<file path="config.mk">
export PLATFORM = sky130hd
export DESIGN_NAME = jtag_idcode_reader
export DESIGN_NICKNAME = d
export VERILOG_FILES = /design/src/rtl/jtag_id_pkg.sv /design/src/rtl/tck_divider.sv /design/src/rtl/tap_script.sv /design/src/rtl/id_shifter.sv /design/src/rtl/jtag_idcode_reader.sv
export SDC_FILE = /design/constraint.sdc
export NUM_CORES = 1
export LEC_CHECK = 0
export BUFFER_PORTS_ARGS = -buffer_cell sky130_fd_sc_hd__buf_2
export CORE_MARGIN = 1
export CORE_UTILIZATION = 58
export CTS_CLUSTER_SIZE = 30
export DETAILED_ROUTE_END_ITERATION = 10
export PLACE_DENSITY_LB_ADDON = 0.2
export SYNTH_ARGS = -nofsm -noshare
export SYNTH_HDL_FRONTEND = slang
export SYNTH_SLANG_ARGS = --single-unit
</file>
<file path="constraint.sdc">
create_clock -name clk -period 2.65 [get_ports clk]
set_clock_uncertainty 0.15 [all_clocks]
set_input_delay 0.795 -clock clk [delete_from_list [all_inputs] [get_ports clk]]
set_output_delay 0.795 -clock clk [all_outputs]
set_load 0.05 [all_outputs]
</file>
<file path="src/rtl/jtag_id_pkg.sv">
package jtag_id_pkg;

    localparam int ID_W = 32;

    // per-TCK-cycle drive and sample plan
    typedef struct packed {
        logic tms;
        logic tdi;
        logic cap;
    } step_t;

    typedef enum logic [1:0] {
        PH_IDLE = 2'd0,
        PH_LOW  = 2'd1,
        PH_HIGH = 2'd2
    } phase_t;

    function automatic int script_len(int ir_len);
        return 49 + ir_len;
    endfunction

    // k: TCK cycle index, l: instruction length, code: instruction value
    function automatic step_t step_of(int k, int l, logic [31:0] code);
        step_t s;
        s.tdi = 1'b1;
        s.cap = 1'b0;
        if (k < 5)                s.tms = 1'b1;
        else if (k == 5)          s.tms = 1'b0;
        else if (k < 8)           s.tms = 1'b1;
        else if (k < 10)          s.tms = 1'b0;
        else if (k < 10 + l) begin
            s.tms = (k == 9 + l);
            s.tdi = code[k - 10];
        end
        else if (k == 10 + l)     s.tms = 1'b1;
        else if (k == 11 + l)     s.tms = 1'b0;
        else if (k == 12 + l)     s.tms = 1'b1;
        else if (k < 15 + l)      s.tms = 1'b0;
        else if (k < 47 + l) begin
            s.tms = (k == 46 + l);
            s.cap = 1'b1;
        end
        else if (k == 47 + l)     s.tms = 1'b1;
        else                      s.tms = 1'b0;
        return s;
    endfunction

endpackage

</file>
<file path="src/rtl/tck_divider.sv">
module tck_divider #(
    parameter int HALF = 13
) (
    input  logic clk,
    input  logic rst,
    input  logic run,
    output logic tick
);
    localparam int CW = $clog2(HALF + 1);

    logic [CW-1:0] cnt;

    assign tick = run && (cnt == CW'(HALF - 1));

    always_ff @(posedge clk) begin
        if (rst || !run || tick) cnt <= '0;
        else                     cnt <= cnt + 1'b1;
    end

    // half period never exceeds HALF system clocks
    a_r2_count_bound: assert property (@(posedge clk) disable iff (rst)
        cnt < CW'(HALF));

endmodule

</file>
<file path="src/rtl/tap_script.sv">
module tap_script
    import jtag_id_pkg::*;
#(
    parameter int          IR_LEN  = 5,
    parameter logic [31:0] IR_WORD = 32'h9
) (
    input  logic clk,
    input  logic rst,
    input  logic start,
    input  logic tick,
    output logic run,
    output logic tck,
    output logic tms,
    output logic tdi,
    output logic cap_en,
    output logic finish
);
    localparam int STEPS  = script_len(IR_LEN);
    localparam int STEP_W = $clog2(STEPS);

    phase_t            phase;
    logic [STEP_W-1:0] step;
    step_t             cur, nxt;

    assign cur    = step_of(int'(step), IR_LEN, IR_WORD);
    assign nxt    = step_of(int'(step) + 1, IR_LEN, IR_WORD);
    assign run    = (phase != PH_IDLE);
    assign tck    = (phase == PH_HIGH);
    assign cap_en = (phase == PH_LOW) && tick && cur.cap;
    assign finish = (phase == PH_HIGH) && tick && (step == STEP_W'(STEPS - 1));

    always_ff @(posedge clk) begin
        if (rst) begin
            phase <= PH_IDLE;
            step  <= '0;
            tms   <= 1'b1;
            tdi   <= 1'b1;
        end else begin
            case (phase)
                PH_IDLE: if (start) begin
                    step  <= '0;
                    phase <= PH_LOW;
                    tms   <= step_of(0, IR_LEN, IR_WORD).tms;
                    tdi   <= step_of(0, IR_LEN, IR_WORD).tdi;
                end
                PH_LOW: if (tick) phase <= PH_HIGH;
                PH_HIGH: if (tick) begin
                    if (finish) begin
                        phase <= PH_IDLE;
                        tms   <= 1'b1;
                        tdi   <= 1'b1;
                    end else begin
                        step  <= step + 1'b1;
                        phase <= PH_LOW;
                        tms   <= nxt.tms;
                        tdi   <= nxt.tdi;
                    end
                end
                default: phase <= PH_IDLE;
            endcase
        end
    end

    // TMS and TDI hold while TCK is high
    a_r3_tms_hold_high: assert property (@(posedge clk) disable iff (rst)
        (phase == PH_HIGH) |-> ($stable(tms) && $stable(tdi)));

    // a start while idle launches a run
    a_r2_start_runs: assert property (@(posedge clk) disable iff (rst)
        (phase == PH_IDLE && start) |=> (phase == PH_LOW));

    // start during a run does not restart the script
    a_r10_start_ignored: assert property (@(posedge clk) disable iff (rst)
        (phase == PH_LOW && !tick && start) |=> (phase == PH_LOW && $stable(step)));

endmodule

</file>
<file path="src/rtl/id_shifter.sv">
module id_shifter
    import jtag_id_pkg::*;
(
    input  logic            clk,
    input  logic            rst,
    input  logic            cap_en,
    input  logic            tdo,
    input  logic            finish,
    output logic [ID_W-1:0] id,
    output logic            id_err,
    output logic            done
);
    logic [ID_W-1:0] sr;

    always_ff @(posedge clk) begin
        if (rst) begin
            sr     <= '0;
            id     <= '0;
            id_err <= 1'b0;
            done   <= 1'b0;
        end else begin
            done <= finish;
            if (cap_en) sr <= {tdo, sr[ID_W-1:1]};
            if (finish) begin
                id     <= sr;
                id_err <= (sr == '0) || (&sr);
            end
        end
    end

    // completion is a single-cycle pulse
    a_r8_done_pulse: assert property (@(posedge clk) disable iff (rst)
        done |=> !done);

    // nothing is sampled on the completion cycle
    a_r7_no_cap_at_finish: assert property (@(posedge clk) disable iff (rst)
        !(cap_en && finish));

endmodule

</file>
<file path="src/rtl/jtag_idcode_reader.sv">
module jtag_idcode_reader
    import jtag_id_pkg::*;
#(
    parameter int                SYS_CLK_HZ = 50_000_000,
    parameter int                TCK_MAX_HZ = 2_000_000,
    parameter int                IR_LEN     = 5,
    parameter logic [IR_LEN-1:0] IR_CODE    = 5'b01001
) (
    input  logic        clk,
    input  logic        rst,
    input  logic        start,
    output logic        busy,
    output logic        done,
    output logic [31:0] id,
    output logic        id_err,
    output logic        tck,
    output logic        tms,
    output logic        tdi,
    input  logic        tdo
);
    localparam int HALF = (SYS_CLK_HZ + 2 * TCK_MAX_HZ - 1) / (2 * TCK_MAX_HZ);

    logic run, tick, cap_en, finish;

    tck_divider #(.HALF(HALF)) u_div (
        .clk  (clk),
        .rst  (rst),
        .run  (run),
        .tick (tick)
    );

    tap_script #(
        .IR_LEN  (IR_LEN),
        .IR_WORD (32'(IR_CODE))
    ) u_script (
        .clk    (clk),
        .rst    (rst),
        .start  (start),
        .tick   (tick),
        .run    (run),
        .tck    (tck),
        .tms    (tms),
        .tdi    (tdi),
        .cap_en (cap_en),
        .finish (finish)
    );

    id_shifter u_shift (
        .clk    (clk),
        .rst    (rst),
        .cap_en (cap_en),
        .tdo    (tdo),
        .finish (finish),
        .id     (id),
        .id_err (id_err),
        .done   (done)
    );

    assign busy = run;

    // done coincides with busy falling
    a_r8_done_idle: assert property (@(posedge clk) disable iff (rst)
        done |-> (!busy && $past(busy)));

endmodule

</file>
==> impl_results.md <==
- Outcome: finished clean
- PD cells: approximately 570 nW/um2
- Worst Tran Pin Value: between 0.5 and 0.6 ns
- Pin count of the biggest net entering global routing: 34
- Worst Hold End: u_shift.id[6]
- Final Setup Violations: 0
- Yosys warns: 0
- Multi-input logic area: 1760 um2
- H-tree depth: 3
- Top post-synthesis cells by area: dfxtp_1, mux2i_1, nand2_1, nor2_1, a21oi_1
- Finished Layout Cells: 520
- Tot GR Track Use: a little under a quarter
- Reg2Reg Depth: 7
- Post-Synth Simple-Gate Area: about a quarter
- WHS Path Cells: 2
- Chip width: between 80 and 90 um
- Max-cap viol count: 0
- Num ports: 42
- # hold bufs at CTS: 0
- CP endpoint kind: register
- Minimum clock period: around 2.4 ns
- ANT cells: 0
- Fill cells: 508
- ANT nets after route: 0
- Cell total after placement: 505
- Core area: slightly below 6000 um2
- Post-CTS Setup Inserts: 0
- Max-slew violations: 0
- Clk buf depth: 2
- Drt first pass iters: 4
- Resize count post-CTS: 0
- I/O Buffers: 41
- Initial Util: between 60% and 70%
- Die area: between 6000 and 7000 um2
- Remaining global-route overflow: 0
- Via density: 5.52
- Seq/Total Area, Yosys: approximately 45%
- Post-synth top area share: ~45%
- Main combinational cell family by area after synthesis: simple AND/OR/NAND/NOR gates
- Post-synthesis compound-gate area fraction: 10.5%
- Synth unique cells: a little over 50
- WL/cell: about 13 um
- Number of synthesized flops with an enable pin: 0
- Total Neg Setup Slack: 0 ns
- Synth Area in XOR/XNOR: 2.47%
- Via count: 2872
- R2r setup slk: about 0.24 ns
- Hold crit path type: reg2reg
- Root buf cell: clkbuf_8
- Global-route wire length before repair: approximately 12 mm
- #FFs+latches synth: 80
- Clock Sinks: 80
- Most common cell in the netlist: dfxtp_1
- DP Wirelength: roughly 4.7 mm
- Dpl ws: 0.249 ns
- RR Startpoint: u_script.step[0]
- Area delta synth->final: 11.6%
- Tot Pwr: 2.27 mW
- Antenna violations before repair: 0
- Share of flip-flops with an asynchronous set or reset: 0%
- Worst reg2reg endpoint: u_script.tdi
- DRC violations left: 0
- Max Clk Rate: approximately 0.42 GHz
- Slew HR: 63.8%
- Num rows: 28
- Adder-cell share of the synthesized area: under 10%
- Reg area: about 1600 um2
- Tcrit/Tclk final: about nine tenths
- Initial drt markers: roughly 110
- Crit start category: register
- Pleak: 1.48 nW
- Total CTS buffers: 9
- Routability congestion estimate from global placement: about 0.84
- Worst setup margin: approximately 0.24 ns
- Syn_nets: approximately 420
- Maximum vdd drop: around 0.00045 V
- Hold path start: u_shift.id[6]
- Crit Path Class: reg2reg
- Layout cells sized above 1: 18.2%
- Primary FF master, synth: dfxtp_1
- Req. time, crit path: 2.74 ns
- TritonCTS clock tree: yes
- Vias in the first global route: ~2600
- RSZ-0062 raised after global routing: false
- Synthesized area: roughly 3600 um2
- Post-synth top cells: dfxtp_1, nand2_1, nor2_1, a21oi_1, mux2i_1
- Final #Nets: between 400 and 500
- Post-synthesis mux area share: just under 9%
- Post-synth top area cell: dfxtp_1
- Clk_lat worst skew: between 0.3 and 0.4 ns
- Die height: a little over 80 um
- Final WL: 7.00 mm
- Syn avg cell area: approximately 8.9 um2
- Arr. time, crit path: 2.50 ns
- Hold_ws: between 0.3 and 0.4 ns
- Mapped Cells: 403
- Clk pin slew, worst setup/hold paths: approximately 0.080 ns
- Max Fanout on Critical Path: 9
- Final Hold Fails: 0
-- registers in the layout (all words and copies together) (netlist names) --
signal	flops
u_div.cnt	4
u_script.phase	2
u_script.step	6
u_script.tdi	1
u_script.tms	1
u_shift.done	1
u_shift.id	32
u_shift.id_err	1
u_shift.sr	32
-- how the worst max path moves through the flow --
| stage | start | end | slack (ns) | cells after the start |
|---|---|---|---|---|
| after CTS | u_script.step[0] | u_script.tdi | 0.24 | 7 |
| after global placement | u_script.step[0] | u_script.tdi | 0.32 | 7 |
| after floorplan | u_script.step[0] | u_script.tdi | 0.31 | 8 |
| after global routing | u_script.step[0] | u_script.tdi | 0.11 | 7 |
| after detailed placement | u_script.step[0] | u_script.tdi | 0.25 | 7 |
| final | u_script.step[0] | u_script.tdi | 0.24 | 7 |
-- critical path: stages (launching register included) --
cell,delay [ns]
dfxtp_1,0.49
ha_1,0.31
xor2_4,0.24
ha_1,0.26
nor3b_1,0.14
or4_4,0.42
a2111oi_4,0.19
o21bai_1,0.09
-- cells in the final DEF (no fill, tap or decap), types with 5 or more instances in the layout --
| master | instances |
|---|---|
| mux2i_1 | 32 |
| nand3_1 | 5 |
| nand2_1 | 70 |
| dfxtp_1 | 80 |
| nand4_1 | 12 |
| clkbuf_8 | 11 |
| nor4_1 | 10 |
| nand2b_1 | 5 |
| nor2_1 | 57 |
| a21oi_1 | 42 |
| buf_4 | 7 |
| buf_2 | 41 |
| ha_1 | 10 |
| inv_1 | 8 |
-- layer usage --
layer  track usage, %  routed length, um  up-vias
li1                 -                  -     1441
met1             30.0               3260     1375
met2             39.2               3430       48
met3             5.57                242        8
met4             7.50                 60        0
met5                0                  0        -
-- cell type report --
| type | count | area share (%) |
|---|---|---|
| inverter | 11 | 1.03 |
| clock inverter | 4 | 1.91 |
| timing repair buffer | 49 | 6.93 |
| multi-input combinational | 290 | 44.0 |
| tap | 75 | 2.34 |
| clock buffer | 11 | 3.78 |
| sequential | 80 | 40.0 |
-- power breakdown --
part           total (mW)  internal (mW)  switching, mW
Sequential           1.21           1.20        0.00291
Clock                1.02          0.580          0.438
Combinational      0.0430         0.0118         0.0312
Total                2.27           1.80          0.472
-- stage by stage --
stage / instance area (um2) / utilization, %
after CTS: 4010 / 67.3
after global routing: 4010 / 67.3
final: 4010 / 67.3
after global placement: 3780 / 63.4
after floorplan: 3590 / -
after detailed placement: 3780 / 63.4
-- cell families (layout without fill, tap and decap cells) --
family                     count (synthesis)  count (layout)
muxes                                     32              32
buffers and inverters                     33              75
xor gates and xnor gates                   8               8
DFF                                       80              80
AOI/OAI and AO/OA                         60              60
and+or+nand+nor                          180             180
adders and majority gates                 10              10
Power figures use the tool's default switching activity.
